$ cat config.mk
export PLATFORM = sky130hd
export DESIGN_NAME = fact_unit
export DESIGN_NICKNAME = d
export VERILOG_FILES = /design/src/rtl/fact_pkg.sv /design/src/rtl/fact_engine.sv /design/src/rtl/fact_status.sv /design/src/rtl/fact_unit.sv
export SDC_FILE = /design/constraint.sdc
export NUM_CORES = 1
export LEC_CHECK = 0
export ABC_AREA = 1
export CAP_MARGIN = 0
export CORE_MARGIN = 5
export CORE_UTILIZATION = 45
export DETAILED_ROUTE_END_ITERATION = 8
export DONT_BUFFER_PORTS = 1
export RECOVER_POWER = 100
export SETUP_SLACK_MARGIN = 0.2
export SKIP_LAST_GASP = 1
export SLEW_MARGIN = 10
export SYNTH_ARGS = -nofsm -noshare
export SYNTH_HDL_FRONTEND = slang
export SYNTH_HIERARCHICAL = 1
export SYNTH_SLANG_ARGS = --single-unit
$ cat constraint.sdc
create_clock -name clk -period 8.17 [get_ports clk]
set_input_delay 0.4085 -clock clk [delete_from_list [all_inputs] [get_ports clk]]
set_output_delay 0.4085 -clock clk [all_outputs]
set_load 0.03 [all_outputs]
$ cat src/rtl/fact_pkg.sv
package fact_pkg;
  localparam int STAT_W   = 8;
  localparam int BUSY_BIT = 0;
  localparam int IE_BIT   = 7;
endpackage

$ cat src/rtl/fact_engine.sv
module fact_engine #(
  parameter int DATA_W = 32
) (
  input  logic              clk,
  input  logic              rst,
  input  logic              start,
  input  logic [DATA_W-1:0] start_val,
  output logic              busy,
  output logic              done,
  output logic [DATA_W-1:0] prod,
  output logic [DATA_W-1:0] cnt
);
  localparam logic [DATA_W-1:0] ONE = {{(DATA_W-1){1'b0}}, 1'b1};

  logic [DATA_W-1:0] next_prod;

  assign next_prod = prod * cnt;
  assign done      = busy && (cnt == '0);

  always_ff @(posedge clk) begin
    if (rst) begin
      busy <= 1'b0;
      cnt  <= '0;
      prod <= '0;
    end else if (start && !busy) begin
      busy <= 1'b1;
      cnt  <= start_val;
      prod <= ONE;
    end else if (busy) begin
      if (cnt != '0) begin
        prod <= next_prod;
        cnt  <= cnt - ONE;
      end else begin
        busy <= 1'b0;
      end
    end
  end

  AST_CNT_STEP: assert property (@(posedge clk) disable iff (rst)
    (busy && cnt != '0) |=> (busy && cnt == ($past(cnt) - ONE)));
  AST_DONE_IDLE: assert property (@(posedge clk) disable iff (rst)
    done |=> !busy);
endmodule

$ cat src/rtl/fact_status.sv
module fact_status
  import fact_pkg::*;
(
  input  logic              clk,
  input  logic              rst,
  input  logic              stat_wr,
  input  logic [STAT_W-1:0] stat_wdata,
  input  logic              busy,
  output logic              irq_en,
  output logic [STAT_W-1:0] stat_rdata
);
  always_ff @(posedge clk) begin
    if (rst)          irq_en <= 1'b0;
    else if (stat_wr) irq_en <= stat_wdata[IE_BIT];
  end

  always_comb begin
    stat_rdata           = '0;
    stat_rdata[BUSY_BIT] = busy;
    stat_rdata[IE_BIT]   = irq_en;
  end

  AST_IE_WRITE: assert property (@(posedge clk) disable iff (rst)
    stat_wr |=> (irq_en == $past(stat_wdata[IE_BIT])));
endmodule

$ cat src/rtl/fact_unit.sv
module fact_unit
  import fact_pkg::*;
#(
  parameter int DATA_W = 32
) (
  input  logic              clk,
  input  logic              rst,
  input  logic              opnd_wr,
  input  logic [DATA_W-1:0] opnd_wdata,
  input  logic              stat_wr,
  input  logic [STAT_W-1:0] stat_wdata,
  output logic [DATA_W-1:0] opnd_rdata,
  output logic [STAT_W-1:0] stat_rdata,
  output logic              irq_req
);
  logic              busy, done, start, irq_en;
  logic [DATA_W-1:0] prod, cnt, hold_q;

  assign start      = opnd_wr && !busy;
  assign opnd_rdata = hold_q;

  fact_engine #(.DATA_W(DATA_W)) u_engine (
    .clk(clk), .rst(rst), .start(start), .start_val(opnd_wdata),
    .busy(busy), .done(done), .prod(prod), .cnt(cnt)
  );

  fact_status u_status (
    .clk(clk), .rst(rst), .stat_wr(stat_wr), .stat_wdata(stat_wdata),
    .busy(busy), .irq_en(irq_en), .stat_rdata(stat_rdata)
  );

  always_ff @(posedge clk) begin
    if (rst) begin
      hold_q  <= '0;
      irq_req <= 1'b0;
    end else begin
      irq_req <= done && irq_en;
      if (start)     hold_q <= opnd_wdata;
      else if (done) hold_q <= prod;
    end
  end

  AST_START_LOAD: assert property (@(posedge clk) disable iff (rst)
    (opnd_wr && !busy) |=> (busy && hold_q == $past(opnd_wdata)));
  AST_BUSY_DROP: assert property (@(posedge clk) disable iff (rst)
    (opnd_wr && busy && cnt != '0) |=> (hold_q == $past(hold_q)));
  AST_HOLD_STABLE: assert property (@(posedge clk) disable iff (rst)
    (busy && !done) |=> $stable(hold_q));
  AST_IRQ_AT_END: assert property (@(posedge clk) disable iff (rst)
    irq_req |-> $fell(busy));
  AST_IRQ_GATED: assert property (@(posedge clk) disable iff (rst)
    $fell(busy) |-> (irq_req == $past(irq_en)));
endmodule

==> Word-level counts from Yosys, hierarchy flattened <==
Cells that the tools add are included.
{ "word_totals": {"elab_cells": 33, "ff_bits": 99} }
{ "classes": {"n_mul": 1, "add_sub_neg": 1, "n_reduce_logical": 13, "muxes": 11} }
{ "ops": {"columns": ["cell", "n"], "rows": [
  ["32-bit 2-to-1 mux", 5],
  ["32-bit zero test", 1],
  ["32-bit by 32-bit multiplier with 32-bit output", 1],
  ["32-bit nonzero test", 1],
  ["32-bit by 1-bit subtractor with 32-bit output (second input constant)", 1],
  ["1-bit 2-to-1 mux", 6],
  ["2-bit nonzero test", 3],
  ["1-bit logical AND", 4],
  ["2-bit AND reduction", 2],
  ["2-bit OR reduction", 1],
  ["1-bit zero test", 1]
]} }

==> Longest topological paths before layout <==
Gate-level depths: netlist of the first run.
{ "logic_depth": {"ltp_word": 5, "depth_mapped": 33, "depth_no_buf": 31} }

==> By module <==
The synthesis of the first run kept the hierarchy.
{ "by_module_without_submodules": {"columns": ["module", "cells_each", "instances", "area_per_inst_um2"], "rows": [
  ["fact_engine", 2789, 1, 20276.9],
  ["fact_unit", 288, 1, 1806.7],
  ["fact_status", 16, 1, 108.9]
]} }

==> Worst setup path after synthesis of the first run <==
No wires, ideal clock.
{ "synth_timing": {"kind": "register to register", "from": "register u_engine.cnt[2]", "to": "register u_engine.prod[29]", "arrival_time_ns": 6.543, "path_slack_ns": 1.512, "stages_incl_launch_ff": 28, "path_cell_list": "dfxtp_1 -> buf_6 -> clkbuf_1 -> buf_1 -> nand2_1 -> fa_1 -> fa_1 -> fa_1 -> fa_1 -> inv_1 -> fa_1 -> inv_1 -> fa_1 -> fa_1 -> fa_1 -> inv_1 -> ha_1 -> nand2_1 -> nor2_1 -> and2_1 -> nand4_1 -> nand3_1 -> a21o_1 -> nand2_1 -> nand2_1 -> xor2_1 -> o21ai_0 -> inv_1"} }
{ "synth_via": {"elab_chain_cells": 2, "word_cells_on_any_way": 3} }
{ "synth_rtl": {"columns": ["item", "line_no", "rtl"], "rows": [
  ["start, declared", "fact_engine.sv:11", "output logic [DATA_W-1:0] cnt"],
  ["start signal, assigned", "fact_engine.sv:27", "cnt <= start_val;"],
  ["start signal, assigned", "fact_engine.sv:32", "cnt <= cnt - ONE;"],
  ["parallel branches: the longest is 2 deep, another holds 32-bit by 32-bit multiplier with 32-bit output", null, null],
  ["end signal, assigned", "fact_engine.sv:31", "prod <= next_prod;"],
  ["end, declared", "fact_engine.sv:10", "output logic [DATA_W-1:0] prod,"]
]} }
Parallel ways; which one is timed is not known.
A chain may end at the register's enable or synchronous reset.

==> Final worst setup path of the first run <==
{ "layout_timing": {"from": "register u_engine.cnt[11]", "to": "register u_engine.prod[30]"} }
Same word-level chain as after synthesis.

==> results of run 1 <==
-- stage by stage --
stage / cells / total power, uW / instance area [um^2] / hold slack [ps] / setup slack (ps)
3_3_place_gp: 3643 / 2290 / 22600 / 482 / 934
6_report: 3659 / 2740 / 22900 / 106 / 787
2_1_floorplan: 3098 / 1810 / 22200 / 423 / 1510
4_1_cts: 3659 / 2760 / 22900 / 94.8 / 869
3_5_place_dp: 3643 / 2300 / 22600 / 484 / 893
5_1_grt: 3659 / 2970 / 22900 / 89.0 / 391
-- worst max path at each step --
stage / endpoint / cells past startpoint
after CTS: u_engine/prod[28]$_SDFFE_PP0P_ / 26
after floorplan: u_engine/prod[29]$_SDFFE_PP0P_ / 27
after detailed placement: u_engine/prod[28]$_SDFFE_PP0P_ / 26
after global routing: u_engine/prod[30]$_SDFFE_PP0P_ / 26
after global placement: u_engine/prod[29]$_SDFFE_PP0P_ / 24
final: u_engine/prod[30]$_SDFFE_PP0P_ / 26
-- worst max-delay path, cell delays in order (launching register included) --
cell      delay (ps)
dfxtp_1          990
buf_4            380
nand2_1          110
fa_1             530
inv_1             50
fa_1             480
inv_1             60
fa_1             540
inv_1             60
fa_1             490
inv_1             50
fa_1             540
inv_1             50
fa_1             350
inv_1             90
fa_1             480
fa_1             530
inv_1             50
ha_1             340
a21o_1           230
o21ai_0          180
o2111a_1         190
nand2_1           80
nand2_1           60
nand2_1           40
o21ai_0          260
inv_1             50
-- metal layers --
metal  vias to the layer above  part of all wire, %  routed length (um)
li1                       8679                    -                   -
met1                      8949                   43               27800
met2                       627                   46               29700
met3                       103                  6.8                4370
met4                         0                  3.5                2230
met5                         -                    0                   0
-- kinds of logic after synthesis --
family | share of synthesized area (%)
AO/OA/AOI/OAI | 5.57
XOR/XNOR | 1.38
adder cells (fa/ha/maj) | 43.8
buffers and inverters | 17.9
flip-flops | 8.93
other | 0.0169
AND/OR/NAND/NOR | 22.4
-- flip-flops by register name, summed over array words and instances (netlist names) --
name / flops
opnd_rdata: 32
u_engine/busy: 1
u_engine/prod: 32
u_engine/cnt: 32
u_status/irq_en: 1
irq_req: 1
-- layout by cell type, fill, tap and decap left out, types with 3 or more instances in the layout --
| cell type | synthesis | final |
|---|---|---|
| a31oi_1 | 4 | 4 |
| nor2_1 | 111 | 112 |
| o21ai_0 | 57 | 58 |
| nand3_1 | 136 | 136 |
| clkbuf_16 | 0 | 9 |
| a21oi_1 | 95 | 95 |
| nand2_1 | 903 | 904 |
| nand3b_1 | 4 | 4 |
| o211ai_1 | 16 | 16 |
| inv_1 | 810 | 812 |
| nand4_1 | 13 | 13 |
| nor2_2 | 3 | 4 |
| ha_1 | 124 | 124 |
| xor2_1 | 21 | 21 |
| a21o_1 | 9 | 9 |
| fa_1 | 408 | 408 |
| o21ai_1 | 4 | 3 |
| dfxtp_1 | 99 | 97 |
| nor3_1 | 9 | 11 |
| clkbuf_1 | 85 | 3 |
| xnor2_1 | 14 | 14 |
| o221ai_1 | 8 | 8 |
| nor2_4 | 3 | 3 |
| o21bai_1 | 4 | 4 |
| clkinv_4 | 0 | 3 |
| conb_1 | 1 | 6 |
| buf_4 | 9 | 58 |
| inv_2 | 13 | 10 |
-- power breakdown --
group / switching [uW] / total (uW) / internal, uW
Sequential: 220 / 755 / 535
Clock: 219 / 434 / 215
Combinational: 990 / 1550 / 560
-- final cells by class --
| class | instances | area share, % |
|---|---|---|
| Multi-Input combinational cell | 1993 | 70.9 |
| Inverter | 826 | 13.6 |
| Sequential cell | 99 | 8.68 |
| Tap cell | 664 | 3.63 |
| Timing Repair Buffer | 61 | 1.95 |
| Clock buffer | 9 | 0.985 |
| Clock inverter | 7 | 0.317 |
==> summary.md, run 1 <==
| Metric | Value |
|---|---|
| Area Overhead vs Synth | `3.03%` |
| Yosys top cell by area | `fa_1` |
| Vias in the first global route | `between 15,000 and 20,000` |
| Post-synth EDFFs | `0` |
| Share of cells above drive strength 1 | `roughly 3.8%` |
| Fmax | `~140 MHz` |
| GR Layer Usage met1 | `about a third` |
| CTS max path bufs | `2` |
| Antenna violations before repair | `0` |
| Placer Congestion | `about 0.93` |
| Drt wl/cell | `approximately 18 um` |
| Die width | `approximately 230 um` |
| Crit Path Class | `flop to flop` |
| CP Launch Point | `u_engine/cnt[11]$_SDFFE_PP0P_` |
| Via density | `roughly 5` |
| Run status | `finished, violations left` |
| CP Data Arrival Time | `between 7000 and 8000 ps` |
| I/O Buffers | `0` |
| Clock sinks | `99` |
| Crit path launch type | `flop` |
| Clock transition at path regs | `roughly 80 ps` |
| Grt met3 use | `under 10%` |
| Reg2reg setup slack | `~790 ps` |
| Post-synth cell types | `just under 60` |
| # H-tree levels | `3` |
| Reg area | `roughly 2000 um^2` |
| Worst-path fanout max | `14` |
| Core area | `around 49,000 um^2` |
| Worst EP required | `~8400 ps` |
| ANT cells | `0` |
| Num CTS Buffers | `9` |
| # setup viols final | `0` |
| CTS Root Cell | `clkbuf_16` |
| Setup TNS | `0 ps` |
| Number of synthesis warnings | `6` |
| Rows | `between 80 and 90` |
| First-pass GRT wire length | `between 100,000 and 150,000 um` |
| Reg2Reg Depth | `26` |
| Synth cell count leaders | `903 x nand2_1, 810 x inv_1, 408 x fa_1` |
| Worst hold stages | `1` |
| Fillers | `5,039` |
| Post-synthesis sequential area ratio | `8.93%` |
| Most Crowded Layer GR | `met2` |
| Global-route usage over all layers | `between 20% and 30%` |
| CTS tree | `built` |
| Slew Limit Fails | `between 100 and 150` |
| Ports | `85` |
| Grt ovf | `0` |
| Crit end category | `flop` |
| Worst VDD drop | `about 0.00019 V` |
| Cell Pwr Density | `120 nW/um^2` |
| Pre-antenna DRT Iters | `6` |
| Die area | `approximately 54,000 um^2` |
| Slew margin rel. | `-109%` |
| Final Cycle Share | `between 90% and 100%` |
| Hold Fails Final Rpt | `0` |
| Post-synthesis area per instance | `slightly above 7 um^2` |
| Async S/R FF share, synth | `0%` |
| Min-Delay Endpoint | `opnd_rdata[7]$_SDFFE_PP0P_` |
| Final Util | `between 40% and 50%` |
| LEAKAGE | `~0.013 uW` |
| Remaining antenna violation count | `0` |
| Starting DRT DRC Count | `around 1,200` |
| Post-CTS Setup Inserts | `0` |
| Synthesized area | `about 22,000 um^2` |
| Minimum clock period | `roughly 7400 ps` |
| Vias after detailed routing | `around 18,000` |
| Hold_buf cts | `0` |
| Max cap viols | `2` |
| Post-synth top area share | `approximately 37%` |
| CTS resizes | `0` |
| Skew-Pair Late Insertion Delay | `between 300 and 400 ps` |
| Clock Skew | `12.7 ps` |
| Most used standard cell by instance count after synthesis | `nand2_1` |
| Initial Utilization | `between 40 and 50%` |
| HPWL Detailed | `approximately 50,000 um` |
| Largest net degree at the start of global routing | `between 60 and 70` |
| Top cells by area, synth | `fa_1 37%, nand2_1 15%, inv_1 14%, dfxtp_1 8.9%, ha_1 7.0%` |
| RSZ-0062 raised after global routing | `false` |
| Failing checks | `capacitance limit, slew limit` |
| Reg2reg start | `u_engine/cnt[11]$_SDFFE_PP0P_` |
| Final WL | `64,100 um` |
| Cells after synthesis | `3,093` |
| Reg2reg end | `u_engine/prod[30]$_SDFFE_PP0P_` |
| # DRC | `0` |
| GRT met2 Usage | `between 30% and 40%` |
| Nets | `around 3,600` |
| Die height | `approximately 230 um` |
| FF+latch count, synth | `99` |
| Worst Hold Class | `input pin to flop` |
| Post-synth top flop | `dfxtp_1` |
| Worst-Margin Slew | `around 3100 ps` |
| Min-delay src | `rst` |
| Multi-input gate area | `approximately 16,000 um^2` |
Note: power is estimated with default switching activity, not from simulation.
==> run 2, diff against run 1 <==
--- a/config.mk
+++ b/config.mk
@@ -7,10 +7,11 @@
 export LEC_CHECK = 0
 export ABC_AREA = 1
 export CAP_MARGIN = 0
-export CORE_MARGIN = 5
+export CORE_MARGIN = 2
 export CORE_UTILIZATION = 45
 export DETAILED_ROUTE_END_ITERATION = 8
 export DONT_BUFFER_PORTS = 1
+export PLACE_DENSITY = 0.6
 export RECOVER_POWER = 100
 export SETUP_SLACK_MARGIN = 0.2
 export SKIP_LAST_GASP = 1
==> run 2 against run 1 <==
Effect of this change:
- the flow still finishes with violations (capacitance limit, slew limit)
- sequential power barely moved
- global-route usage rose by 2.2 points
- clock skew rose by 5.4 ps
- power rose by 0.39%
- core utilization barely moved
- die area fell by 5.1%
- register-to-register slack got worse by 98 ps
- via count rose by 1.2%
- highest routed layer unchanged
==> summary.md, run 2 (synthesis gave the netlist of run 1 again) <==
| Metric | Value |
|---|---|
| Remaining antenna violation count | `0 (unchanged)` |
| CTS max path bufs | `2 (unchanged)` |
| Max cap viols | `2 (unchanged)` |
| Ports | `85 (unchanged)` |
| CTS Root Cell | `clkbuf_16 (unchanged)` |
| Cell Area, Placed | `22,600 um^2 (about the same)` |
| # DRC | `0 (unchanged)` |
| Slew margin rel. | `-121% (was -109%)` |
| Worst EP required | `8430 ps (was 8440 ps)` |
| I/O Buffers | `0 (unchanged)` |
| Clock transition at path regs | `70 ps (was 80 ps)` |
| Min-delay src | `rst (unchanged)` |
| Crit end category | `flop (unchanged)` |
| Reg2reg end | `u_engine/prod[28]$_SDFFE_PP0P_ (was u_engine/prod[30]$_SDFFE_PP0P_)` |
| RSZ-0062 raised after global routing | `false (unchanged)` |
| Drt wl/cell | `17.8 um (was 17.5 um)` |
| Vias after detailed routing | `18,600 (was 18,400)` |
| Vias in the first global route | `19,400 (was 19,000)` |
| Grt ovf | `0 (unchanged)` |
| Worst Hold Class | `input pin to flop (unchanged)` |
| Starting DRT DRC Count | `1,472 (was 1,246)` |
| Worst-path fanout max | `16 (was 14)` |
| Reg2Reg Depth | `25 (was 26)` |
| LEAKAGE | `0.0134 uW (about the same)` |
| Hold_buf cts | `0 (unchanged)` |
| Commonest non-fill, non-tap cell in the layout | `nand2_1 (unchanged)` |
| Share of cells above drive strength 1 | `3.80% (was 3.84%)` |
| Setup TNS | `0 ps (unchanged)` |
| Hold Fails Final Rpt | `0 (unchanged)` |
| Crit Path Class | `flop to flop (unchanged)` |
| Rows | `81 (unchanged)` |
| Clock Skew | `18.1 ps (was 12.7 ps)` |
| Most frequent cells in the layout | `904 x nand2_1, 812 x inv_1, 408 x fa_1 (unchanged)` |
| Worst hold stages | `1 (unchanged)` |
| WHS | `108 ps (was 106 ps)` |
| Antenna violations before repair | `0 (unchanged)` |
| Nets | `3,568 (was 3,566)` |
| Placer Congestion | `0.944 (was 0.925)` |
| Die area | `51,100 um^2 (was 53,900 um^2)` |
| Worst-Margin Slew | `3310 ps (was 3130 ps)` |
| Post-CTS Setup Inserts | `0 (unchanged)` |
| Skew-Pair Late Insertion Delay | `370 ps (about the same)` |
| Crit path launch type | `flop (unchanged)` |
| Core area | `48,800 um^2 (unchanged)` |
| HPWL Detailed | `52,300 um (was 51,500 um)` |
| Die width | `226 um (was 232 um)` |
| Initial Utilization | `45.4% (unchanged)` |
| CTS resizes | `0 (unchanged)` |
| # H-tree levels | `3 (unchanged)` |
| Fmax | `134 MHz (was 135 MHz)` |
| CP Data Arrival Time | `7740 ps (was 7650 ps)` |
| Reg2reg start | `u_engine/cnt[9]$_SDFFE_PP0P_ (was u_engine/cnt[11]$_SDFFE_PP0P_)` |
| Failing checks | `capacitance limit, slew limit (unchanged)` |
| Clock sinks | `99 (unchanged)` |
| Die height | `226 um (was 232 um)` |
| Global-route usage over all layers | `26.3% (was 24.1%)` |
| Run status | `finished, violations left (unchanged)` |
| Final Util | `46.8% (about the same)` |
| CTS tree | `built (unchanged)` |
| Minimum clock period | `7480 ps (was 7380 ps)` |
| Cell Pwr Density | `120 nW/um^2 (about the same)` |
| Num CTS Buffers | `9 (unchanged)` |
| Min-Delay Endpoint | `opnd_rdata[30]$_SDFFE_PP0P_ (was opnd_rdata[7]$_SDFFE_PP0P_)` |
| Reg2reg setup slack | `690 ps (was 790 ps)` |
| Design area | `22,900 um^2 (about the same)` |
| Final WL | `65,100 um (was 64,100 um)` |
| # setup viols final | `0 (unchanged)` |
| Pre-antenna DRT Iters | `6 (unchanged)` |
| Largest net degree at the start of global routing | `69 (unchanged)` |
| Worst VDD drop | `0.000277 V (was 0.000194 V)` |
| Slew Limit Fails | `104 (unchanged)` |
| Area Overhead vs Synth | `3.08% (was 3.03%)` |
| Final Cycle Share | `91.6% (was 90.4%)` |
| Via density | `5.07 (was 5.02)` |
| First-pass GRT wire length | `104,000 um (was 103,000 um)` |
run 2: cell types whose count changed in the layout (fill, tap and decap cells not counted), sizes merged:
cell | previous run | this run
bufinv | 0 | 1
clkinvlp | 2 | 4
clkbuf | 12 | 15
diode | 0 | 1
buf | 58 | 59
clkinv | 7 | 3
inv | 824 | 823
run 2: how the worst max path moves through the flow:
stage | startpoint | to
4_1_cts | u_engine/cnt[10]$_SDFFE_PP0P_ | u_engine/prod[26]$_SDFFE_PP0P_
3_5_place_dp | u_engine/cnt[10]$_SDFFE_PP0P_ | u_engine/prod[26]$_SDFFE_PP0P_
6_report | u_engine/cnt[9]$_SDFFE_PP0P_ | u_engine/prod[28]$_SDFFE_PP0P_
2_1_floorplan | u_engine/cnt[2]$_SDFFE_PP0P_ | u_engine/prod[29]$_SDFFE_PP0P_
3_3_place_gp | u_engine/cnt[9]$_SDFFE_PP0P_ | u_engine/prod[28]$_SDFFE_PP0P_
5_1_grt | u_engine/cnt[9]$_SDFFE_PP0P_ | u_engine/prod[28]$_SDFFE_PP0P_
run 2: final cells by class:
class / instances / area [um^2]
clock buffers: 11 / 233
flip-flops and latches: 99 / 1980
inverters: 826 / 3100
fillers: 5019 / 26000
repair buffers: 63 / 458
clock inverters: 5 / 61.3
well taps: 664 / 831
multi-input cells: 1993 / 16200
diodes: 1 / 2.50
run 2: power breakdown:
group | leakage, uW | internal [uW] | switching (uW) | total (uW)
clock network | 0.000132 | 239 | 208 | 447
registers | 0.000816 | 535 | 223 | 758
logic | 0.0125 | 560 | 985 | 1540
total | 0.0134 | 1330 | 1420 | 2750
run 2: worst max-delay path, stage by stage, from the launching register on:
cell and delay [ps]:
dfxtp_1 1000, buf_4 330, clkbuf_1 230, nand2_1 80, inv_1 80, fa_1 450, fa_1 540, inv_1 60
fa_1 530, inv_1 50, fa_1 500, inv_1 50, fa_1 560, fa_1 440, fa_1 520, fa_1 510
inv_1 50, ha_1 330, nand2_1 120, nor2_1 70, a221oi_1 430, nand3_1 120, nand2_1 70, nand3_1 60
nand2_1 150, inv_1 50
run 2: through the flow:
stage	setup WS [ps]	std cells	total power, uW
after floorplan	1510	3098	1810
after global routing	284	3661	2970
after detailed placement	879	3645	2300
after CTS	862	3661	2770
after global placement	949	3645	2280
final	689	3662	2750
run 2: metal layers:
metal | vias up | routed length [um] | GRT usage (%)
li1 | 8687 | - | -
met1 | 9170 | 28100 | 35.1
met2 | 642 | 31200 | 45.4
met3 | 80 | 4310 | 3.79
met4 | 0 | 1490 | 6.01
met5 | - | 0 | 0
